## src/rtl/fetch_pkg.sv

```systemverilog
package fetch_pkg;
  typedef enum logic [2:0] {
    ST_IDLE,
    ST_FETCH,
    ST_DEC_GO,
    ST_DEC_WAIT,
    ST_DELIVER
  } fetch_state_e;
endpackage

```

## src/rtl/xlat_table.sv

```systemverilog
module xlat_table #(
  parameter int IDX_W  = 6,
  parameter int ADDR_W = 32,
  parameter int OFF_W  = 7
) (
  input  logic              clk_i,
  input  logic              rst_ni,
  input  logic              we_i,
  input  logic [IDX_W-1:0]  wr_idx_i,
  input  logic [ADDR_W-1:0] wr_chunk_i,
  input  logic [OFF_W-1:0]  wr_off_i,
  input  logic [IDX_W-1:0]  rd_idx_i,
  output logic [ADDR_W-1:0] rd_chunk_o,
  output logic [OFF_W-1:0]  rd_off_o
);
  localparam int ENTRIES = 2 ** IDX_W;

  logic [ADDR_W-1:0] chunk_q [ENTRIES];
  logic [OFF_W-1:0]  off_q   [ENTRIES];

  for (genvar e = 0; e < ENTRIES; e++) begin : g_entry
    always_ff @(posedge clk_i or negedge rst_ni) begin
      if (!rst_ni) begin
        chunk_q[e] <= '0;
        off_q[e]   <= '0;
      end else if (we_i && wr_idx_i == IDX_W'(e)) begin
        chunk_q[e] <= wr_chunk_i;
        off_q[e]   <= wr_off_i;
      end
    end
  end

  assign rd_chunk_o = chunk_q[rd_idx_i];
  assign rd_off_o   = off_q[rd_idx_i];
endmodule

```

## src/rtl/chunk_store.sv

```systemverilog
module chunk_store #(
  parameter int ADDR_W  = 32,
  parameter int CHUNK_W = 128
) (
  input  logic               clk_i,
  input  logic               rst_ni,
  input  logic               fill_i,
  input  logic [ADDR_W-1:0]  fill_addr_i,
  input  logic [CHUNK_W-1:0] fill_data_i,
  input  logic               inval_i,
  input  logic [ADDR_W-1:0]  cmp_addr_i,
  output logic               hit_o,
  output logic [CHUNK_W-1:0] data_o
);
  logic               valid_q;
  logic [ADDR_W-1:0]  addr_q;
  logic [CHUNK_W-1:0] data_q;

  always_ff @(posedge clk_i or negedge rst_ni) begin
    if (!rst_ni) begin
      valid_q <= 1'b0;
      addr_q  <= '0;
      data_q  <= '0;
    end else if (inval_i) begin
      valid_q <= 1'b0;
    end else if (fill_i) begin
      valid_q <= 1'b1;
      addr_q  <= fill_addr_i;
      data_q  <= fill_data_i;
    end
  end

  assign hit_o  = valid_q && (addr_q == cmp_addr_i);
  assign data_o = data_q;

  assert_inval_R7: assert property (@(posedge clk_i) disable iff (!rst_ni)
    inval_i |=> !valid_q);
  assert_fill_R5: assert property (@(posedge clk_i) disable iff (!rst_ni)
    (fill_i && !inval_i) |=> (valid_q && addr_q == $past(fill_addr_i)));
endmodule

```

## src/rtl/auth_fetch_ctrl.sv

```systemverilog
module auth_fetch_ctrl
  import fetch_pkg::*;
#(
  parameter int          ADDR_W     = 32,
  parameter int          LINE_BYTES = 16,
  parameter int          IDX_W      = 6,
  parameter int          CHUNK_W    = 128,
  parameter logic [31:0] CODE_BASE  = 32'h4000_0000
) (
  input  logic               clk_i,
  input  logic               rst_ni,
  input  logic               tbl_we_i,
  input  logic [IDX_W-1:0]   tbl_idx_i,
  input  logic [ADDR_W-1:0]  tbl_chunk_i,
  input  logic [$clog2(CHUNK_W)-1:0] tbl_off_i,
  input  logic               miss_valid_i,
  input  logic [ADDR_W-1:0]  miss_addr_i,
  output logic               miss_ready_o,
  output logic               mem_req_o,
  output logic [ADDR_W-1:0]  mem_addr_o,
  input  logic               mem_valid_i,
  input  logic [CHUNK_W-1:0] mem_data_i,
  output logic               dec_start_o,
  output logic [CHUNK_W-1:0] dec_data_o,
  input  logic               dec_done_i,
  input  logic [CHUNK_W-1:0] dec_data_i,
  output logic               line_valid_o,
  output logic [CHUNK_W-1:0] line_chunk_o,
  output logic [$clog2(CHUNK_W)-1:0] line_off_o,
  output logic               integrity_error_o
);
  localparam int LINE_LSB = $clog2(LINE_BYTES);
  localparam int OFF_W    = $clog2(CHUNK_W);
  localparam int WIN_LSB  = LINE_LSB + IDX_W;

  fetch_state_e       state_q;
  logic [ADDR_W-1:0]  cur_chunk_q;
  logic [OFF_W-1:0]   cur_off_q;
  logic [CHUNK_W-1:0] cipher_q;
  logic               err_q;

  logic [IDX_W-1:0]   look_idx;
  logic [ADDR_W-1:0]  look_chunk;
  logic [OFF_W-1:0]   look_off;
  logic               buf_hit;
  logic               tag_ok;
  logic               dec_fin;

  assign look_idx = miss_addr_i[LINE_LSB +: IDX_W];

  xlat_table #(.IDX_W(IDX_W), .ADDR_W(ADDR_W), .OFF_W(OFF_W)) u_xlat (
    .clk_i      (clk_i),
    .rst_ni     (rst_ni),
    .we_i       (tbl_we_i),
    .wr_idx_i   (tbl_idx_i),
    .wr_chunk_i (tbl_chunk_i),
    .wr_off_i   (tbl_off_i),
    .rd_idx_i   (look_idx),
    .rd_chunk_o (look_chunk),
    .rd_off_o   (look_off)
  );

  // tag is the chunk's own address, stored in the low word
  assign tag_ok  = dec_data_i[ADDR_W-1:0] == cur_chunk_q;
  assign dec_fin = (state_q == ST_DEC_WAIT) && dec_done_i;

  chunk_store #(.ADDR_W(ADDR_W), .CHUNK_W(CHUNK_W)) u_store (
    .clk_i       (clk_i),
    .rst_ni      (rst_ni),
    .fill_i      (dec_fin && tag_ok),
    .fill_addr_i (cur_chunk_q),
    .fill_data_i (dec_data_i),
    .inval_i     (dec_fin && !tag_ok),
    .cmp_addr_i  (look_chunk),
    .hit_o       (buf_hit),
    .data_o      (line_chunk_o)
  );

  always_ff @(posedge clk_i or negedge rst_ni) begin
    if (!rst_ni) begin
      state_q     <= ST_IDLE;
      cur_chunk_q <= '0;
      cur_off_q   <= '0;
      cipher_q    <= '0;
      err_q       <= 1'b0;
    end else begin
      unique case (state_q)
        ST_IDLE: if (miss_valid_i) begin
          cur_chunk_q <= look_chunk;
          cur_off_q   <= look_off;
          state_q     <= buf_hit ? ST_DELIVER : ST_FETCH;
        end
        ST_FETCH: if (mem_valid_i) begin
          cipher_q <= mem_data_i;
          state_q  <= ST_DEC_GO;
        end
        ST_DEC_GO: state_q <= ST_DEC_WAIT;
        ST_DEC_WAIT: if (dec_done_i) begin
          if (tag_ok) begin
            state_q <= ST_DELIVER;
          end else begin
            err_q   <= 1'b1;
            state_q <= ST_IDLE;
          end
        end
        ST_DELIVER: state_q <= ST_IDLE;
        default: state_q <= ST_IDLE;
      endcase
    end
  end

  assign miss_ready_o      = state_q == ST_IDLE;
  assign mem_req_o         = state_q == ST_FETCH;
  assign mem_addr_o        = cur_chunk_q;
  assign dec_start_o       = state_q == ST_DEC_GO;
  assign dec_data_o        = cipher_q;
  assign line_valid_o      = state_q == ST_DELIVER;
  assign line_off_o        = cur_off_q;
  assign integrity_error_o = err_q;

  // input assumption: aligned misses inside the code window
  assert_in_window_R2: assert property (@(posedge clk_i) disable iff (!rst_ni)
    (miss_valid_i && miss_ready_o) |->
      (miss_addr_i[LINE_LSB-1:0] == '0 &&
       miss_addr_i[ADDR_W-1:WIN_LSB] == CODE_BASE[ADDR_W-1:WIN_LSB]));
  assert_req_hold_R3: assert property (@(posedge clk_i) disable iff (!rst_ni)
    (mem_req_o && !mem_valid_i) |=> (mem_req_o && $stable(mem_addr_o)));
  assert_start_pulse_R4: assert property (@(posedge clk_i) disable iff (!rst_ni)
    dec_start_o |=> !dec_start_o);
  assert_line_pulse_R5: assert property (@(posedge clk_i) disable iff (!rst_ni)
    line_valid_o |=> !line_valid_o);
  assert_hit_no_fetch_R6: assert property (@(posedge clk_i) disable iff (!rst_ni)
    (miss_ready_o && miss_valid_i && buf_hit) |=> (line_valid_o && !mem_req_o));
  assert_err_sticky_R9: assert property (@(posedge clk_i) disable iff (!rst_ni)
    integrity_error_o |=> integrity_error_o);
  assert_err_no_line_R7: assert property (@(posedge clk_i) disable iff (!rst_ni)
    (dec_fin && !tag_ok) |=> (!line_valid_o && integrity_error_o));
endmodule

```

## config.mk

```make
export PLATFORM = sky130hd
export DESIGN_NAME = auth_fetch_ctrl
export DESIGN_NICKNAME = d
export VERILOG_FILES = /design/src/rtl/fetch_pkg.sv /design/src/rtl/xlat_table.sv /design/src/rtl/chunk_store.sv /design/src/rtl/auth_fetch_ctrl.sv
export SDC_FILE = /design/constraint.sdc
export NUM_CORES = 2
export LEC_CHECK = 0
export ABC_CLOCK_PERIOD_IN_PS = 3100
export BUFFER_PORTS_ARGS = -buffer_cell sky130_fd_sc_hd__buf_4
export CORE_MARGIN = 5
export CORE_UTILIZATION = 40
export CTS_BUF_LIST = sky130_fd_sc_hd__clkbuf_16
export CTS_CLUSTER_DIAMETER = 80
export DETAILED_ROUTE_END_ITERATION = 10
export SLEW_MARGIN = 20
export SYNTH_ARGS = -nofsm -noshare
export SYNTH_HDL_FRONTEND = slang
export SYNTH_SLANG_ARGS = --single-unit
```

## constraint.sdc

```tcl
create_clock -name clk_i -period 3.1 [get_ports clk_i]
set_input_delay 0.62 -clock clk_i [delete_from_list [all_inputs] [get_ports clk_i]]
set_output_delay 0.62 -clock clk_i [all_outputs]
set_load 0.05 [all_outputs]
```

# After elaboration in Yosys (flattened, before gate mapping)
# Cells that the tools add are included.
[op_classes]
mux = 14
reduce_logical = 77
eq_ne = 72
bitwise = 3
n_lt_le_gt_ge = 1
[ops]
columns = ["op", "count"]
rows = [
  ["$bmux W32 S6", 1],
  ["$eq A6 B6 Y1 const B", 32],
  ["$eq A6 B5 Y1 const B", 16],
  ["$logic_and A1 B1 Y1", 68],
  ["$eq A32 B32 Y1", 2],
  ["$mux W32", 2],
  ["$eq A6 B4 Y1 const B", 8],
  ["$bmux W7 S6", 1],
  ["$eq A6 B3 Y1 const B", 4],
  ["$mux W3", 5],
  ["$mux W7", 2],
  ["$eq A6 B2 Y1 const B", 2],
  ["$pmux W3 S4", 1],
  ["$ge A7 B7 Y1 const B", 1],
  ["$not A6 Y7", 1],
  ["$eq A3 B2 Y1 const B", 2],
  ["$eq A6 B1 Y1 const B", 1],
  ["$logic_not A6 Y1", 1],
  ["$reduce_and A2 Y1", 3],
  ["$reduce_and A3 Y1", 2],
  ["$ne A2 B2 Y1 const B", 2],
  ["$eq A3 B1 Y1 const B", 1],
  ["$eq A3 B3 Y1 const B", 1],
  ["$logic_not A3 Y1", 1],
  ["other kinds (5)", 7],
]
[word_totals]
in_bits = 339
regBits = 2828
wordCells = 303
out_inout_bits = 300

# Longest topological paths before layout
[depth]
ltp_word = 9
depth_mapped = 17
mapped_depth_nobuf = 9

# By module
# A second synthesis with hierarchy kept.
[hier_totals]
hier_cells = 7939
hier_area_um2 = 126894.2
[modules_own_cells]
columns = ["module", "cells_each", "area_per_inst_um2", "seq_area_each_um2", "n_inst"]
rows = [
  ["xlat_table", 7122, 112740.6, 62459.9, 1],
  ["auth_fetch_ctrl", 427, 7415.9, 4279.1, 1],
  ["chunk_store", 390, 6737.7, 4028.9, 1],
]

# Worst setup path before layout
# Ideal clock, no wire load.
[synth_path]
kind = "input to register"
from = "in miss_addr_i[6]"
to = "reg cur_off_q[0], in the netlist line_off_o[0]"
path_slack_ns = -0.546
path_stages = 12
path_buffers = 9
required_time_ns = 2.975
arrival_time_ns = 3.521
setup_ns = 0.125
cell_sequence = "buf_6 -> buf_2 -> buf_2 -> buf_2 -> buf_4 -> buf_4 -> buf_4 -> buf_2 -> buf_1 -> mux4_2 -> mux4_2 -> mux2_2"
[synth_via]
elab_chain_cells = 4
[synth_rtl]
columns = ["item", "line_no", "rtl"]
rows = [
  ["start: declaration", "auth_fetch_ctrl.sv:17", "input logic [ADDR_W-1:0] miss_addr_i,"],
  ["$not A6 Y7 (implied by the code)", "xlat_table.sv:34", "assign rd_off_o = off_q[rd_idx_i];"],
  ["$bmux W7 S6", "xlat_table.sv:34", ""],
  ["$mux W7 (implied by the code) (2 in series)", "xlat_table.sv:34", ""],
  ["end signal: assignment", "auth_fetch_ctrl.sv:90", "cur_off_q <= look_off;"],
  ["end: declaration", "auth_fetch_ctrl.sv:38", "logic [OFF_W-1:0] cur_off_q;"],
]
# No other way between the ends. The select of a mux whose other input is x is not followed.
# A chain may end at the register's enable or synchronous reset.

# Final worst setup path
[layout_path]
from = "in miss_addr_i[9]"
to = "reg state_q[2]"
[layout_via]
elab_chain_cells = 9
[layout_rtl]
columns = ["item", "line_no", "rtl"]
rows = [
  ["$not A6 Y7 (implied by the code)", "xlat_table.sv:33", "assign rd_chunk_o = chunk_q[rd_idx_i];"],
  ["$bmux W32 S6", "xlat_table.sv:33", ""],
  ["$mux W32 (implied by the code) (2 in series)", "xlat_table.sv:33", ""],
  ["$eq A32 B32 Y1", "chunk_store.sv:33", "assign hit_o = valid_q && (addr_q == cmp_addr_i);"],
  ["$logic_and A1 B1 Y1", "chunk_store.sv:33", ""],
  ["$mux W3", "auth_fetch_ctrl.sv:91", "state_q <= buf_hit ? ST_DELIVER : ST_FETCH;"],
  ["$mux W3", "auth_fetch_ctrl.sv:88", "ST_IDLE: if (miss_valid_i) begin"],
  ["$pmux W3 S4", "auth_fetch_ctrl.sv:87", "unique case (state_q)"],
  ["end signal: assignment", "auth_fetch_ctrl.sv:91", ""],
  ["end: declaration", "auth_fetch_ctrl.sv:36", "fetch_state_e state_q;"],
]
# No other way between the ends. The select of a mux whose other input is x is not followed.

==> run_results.csv <==
group,metric,value,unit
routing,num_vias,82300,
placement,portBuffers,612,
floorplan,die_w,573,um
outcome,status,"completed",
final_layout,nFillCells,27000,
critical_path,start_kind,"input port",
timing,rsz0062_at_grt,"true",
synth,ys.flop_type,"dfrtp_1",
floorplan,row_count,207,
timing,fin_crit_sh,99.7,%
synth,ys_seq_area_share,55.7,%
timing,holdWs,0.0258,ns
timing,worst_pin_slew,1.09,ns
power,max-vdd-ir-drop,0.000487,V
critical_path,critical_path_class,"in2reg",
synth,synth_common_cells,"dfrtp_1, mux2_2, mux4_2, clkbuf_1, mux2i_1",
synth,syn_area_per_cell,15.5,um^2
floorplan,core,317000,um^2
timing,fin_ws,0.00881,ns
global_routing,grt_busiest_layer,"met2",
clock_tree,clock_latency,0.97,ns
final_layout,area_delta_synth_final,23.1,%
critical_path,critPathCaptureType,"register",
global_routing,grt_max_degree,109,
global_routing,use_met3,7.13,%
power,p_leak,0.0747,uW
synth,yosysTopAreaCell,"dfrtp_1",
global_routing,grt_pass1_wl,704,mm
routing,first_iter_violations,7066,
final_layout,fin_nets,9719,
floorplan,ios,639,
synth,synthDistinctLibCells,86,
routing,post_drt_wl_per_cell,36.3,um
clock_tree,path_clk_slew,0.06,ns
timing,fin_skew,0.0921,ns
synth,synth_most_common_cell,"dfrtp_1",
routing,drt_pass1_iterations,5,
placement,place.gp.congestion,1.09,
critical_path,required,3.94,ns
routing,drtAntennaViolNets,0,
timing,setup_viol,0,
synth,synth_edf_count,0,
synth,synth_area,127000,um^2
min_path,hp-start,"mem_data_i[60]",
global_routing,grt_pass1_vias,86400,
final_layout,stdcell_count,13900,
floorplan,initial_core_util,40.1,%
synth,yosys-top-cells-area,"dfrtp_1, mux2_2, mux4_2, mux2i_1, clkbuf_1",
min_path,hp-class,"in2reg",
timing,drv_slew,0,
critical_path,cp.arrival,3.93,ns
timing,max_freq,324,MHz
routing,finalWirelength,504,mm
synth,synthArstFlopShare,100,%
final_layout,finish.utilization,49.3,%
floorplan,die-area,329000,um^2
global_routing,grt.met2_usage,48.4,%
clock_tree,numCtsBuffers,325,
global_routing,grt.overflow.total,0,
final_layout,drive_gt1_share,55.5,%
timing,hold_viol_final,0,
global_routing,antenna_found_initial,89,
clock_tree,clockBufferDepth,4,
timing,relSlewSlack,27.5,%
placement,dp_hpwl,347,mm
timing,min_period,3.09,ns
clock_tree,cts_tree,"yes",
critical_path,worstPathMaxFanout,16,
placement,placedCellCount,13000,
clock_tree,clock-sinks,2828,
power,cellPowerDensity,672,nW/um^2
routing,routed_via_density,5.93,
clock_tree,htreeDepth,5,
global_routing,met1_usage,38.9,%
global_routing,grt_use_total,30.2,%
synth,netlist_instances,8187,
synth,synthesis.nets,8526,
critical_path,timing.rr.start,"u_xlat.chunk_q[293]$_DFFE_PN0P_",
flow_run,cap_violations,0,
synth,ys_warn_count,0,
synth,ys_ff_latch,2828,
critical_path,critPathLaunch,"miss_addr_i[9]",
clock_tree,root_buffer,"clkbuf_16",
routing,drc,0,
placement,dpl_worst_slack,-1.51,ns
synth,yosysTopAreaCellShare,55.7,%
floorplan,die_h,573,um
## registers in the layout, indices dropped and copies added (netlist names)
| signal | count |
|---|---|
| integrity_error_o | 1 |
| mem_addr_o | 32 |
| u_store.addr_q | 32 |
| line_off_o | 7 |
| u_xlat.chunk_q | 2048 |
| u_store.valid_q | 1 |
| u_store.data_o | 128 |
| dec_data_o | 128 |
| state_q | 3 |
| u_xlat.off_q | 448 |
## cell type report
type / instances / area (um^2) / area share [%]
Antenna cell: 64 / 160 / 0.102
Multi-Input combinational cell: 4543 / 53200 / 34.0
Clock inverter: 264 / 2310 / 1.48
Sequential cell: 2828 / 70800 / 45.3
Timing Repair Buffer: 1671 / 16500 / 10.5
Tap cell: 4180 / 5230 / 3.34
Clock buffer: 327 / 8180 / 5.23
Inverter: 11 / 42.5 / 0.0272
## per-layer routing
metal  up-vias  share of wire [%]
met5         -              0.029
met4        22                5.4
met3      1041                7.4
met2      3353                 47
met1     45000                 40
li1      32900                  -
## cell families (layout without fill, tap and decap cells)
logic type	after synthesis	after routing	share of synthesized area (%)
mux	3619	3619	36.9
flops	2828	2828	55.7
buf+inv	816	2273	2.98
simple gates	505	505	2.02
compound gates	366	366	2.04
xor+xnor	53	53	0.365
other cells	0	64	0
## worst paths after layout
check	end	slack, ns	cells after the start
max	state_q[2]$_DFFE_PN0P_	0.009	14
min	dec_data_o[60]$_DFFE_PN0P_	0.03	2
max reg2reg	state_q[2]$_DFFE_PN0P_	0.06	9
min reg2reg	u_store.valid_q$_DFFE_PN0P_	0.47	1
max in group asynchronous	u_xlat.off_q[433]$_DFFE_PN0P_	1.36	4
min in group asynchronous	u_xlat.chunk_q[513]$_DFFE_PN0P_	0.44	2
## stage by stage
stage	setup TNS, ns	instance area (um^2)	power (uW)
finish	0	156000	105000
global route	-0.0988	156000	109000
CTS	0	156000	106000
detailed placement	-16.43	143000	67200
global placement	-16.76	143000	66500
floorplan	-2.04	128000	58000
## worst max-delay path, stage by stage
cell,delay [ns]
buf_4,0.30
inv_1,0.19
nor2_2,0.50
buf_4,0.33
buf_4,0.22
o21ai_0,0.18
and4_1,0.22
o2111ai_1,0.08
buf_4,0.24
xor2_1,0.13
a2111o_1,0.42
nor4_2,0.13
buf_4,0.15
a41o_1,0.16
## cell usage in the layout, fill, tap and decap left out, types with 10 or more instances in the layout
master / synthesis / routed
buf_4: 43 / 1184
dlygate4sd3_1: 0 / 214
nand2b_1: 19 / 19
nor4_1: 14 / 10
o211ai_1: 13 / 13
clkinv_1: 2 / 72
buf_12: 11 / 264
nor3_1: 31 / 22
clkinv_16: 0 / 10
nand4_1: 22 / 22
bufinv_16: 0 / 28
o22ai_1: 35 / 33
mux4_1: 53 / 53
nand2_1: 175 / 130
dfrtp_1: 2828 / 2828
clkbuf_16: 0 / 327
nand2_4: 0 / 45
a21oi_1: 40 / 39
xor2_1: 43 / 43
mux2_2: 2810 / 2810
nor2_4: 0 / 20
and2_1: 13 / 12
o221ai_1: 13 / 11
diode_2: 0 / 64
nand3_1: 77 / 77
nor2_1: 65 / 41
inv_1: 8 / 72
a221oi_1: 22 / 17
mux2i_1: 258 / 257
a22oi_1: 99 / 99
o21ai_0: 54 / 53
and3_1: 13 / 13
mux4_2: 498 / 498
a31oi_1: 13 / 13
nor2b_1: 15 / 13
clkinv_2: 0 / 61
## where the power goes
| group | internal (uW) | switching (uW) | leakage (uW) |
|---|---|---|---|
| Combinational | 9430 | 11800 | 0.0319 |
| Clock | 21700 | 16400 | 0.00537 |
| Sequential | 42300 | 3440 | 0.0375 |
| Total | 73400 | 31600 | 0.0747 |
## repair_timing
item,4_1_cts,5_1_grt
hold buffers,214,0
pin swaps,5,8
resized for setup,21,14
gates cloned,0,0
setup buffers,0,11
setup endpoints to repair,2,2
hold endpoints to repair,247,0
No activity file was read; power rests on OpenSTA's default activity.
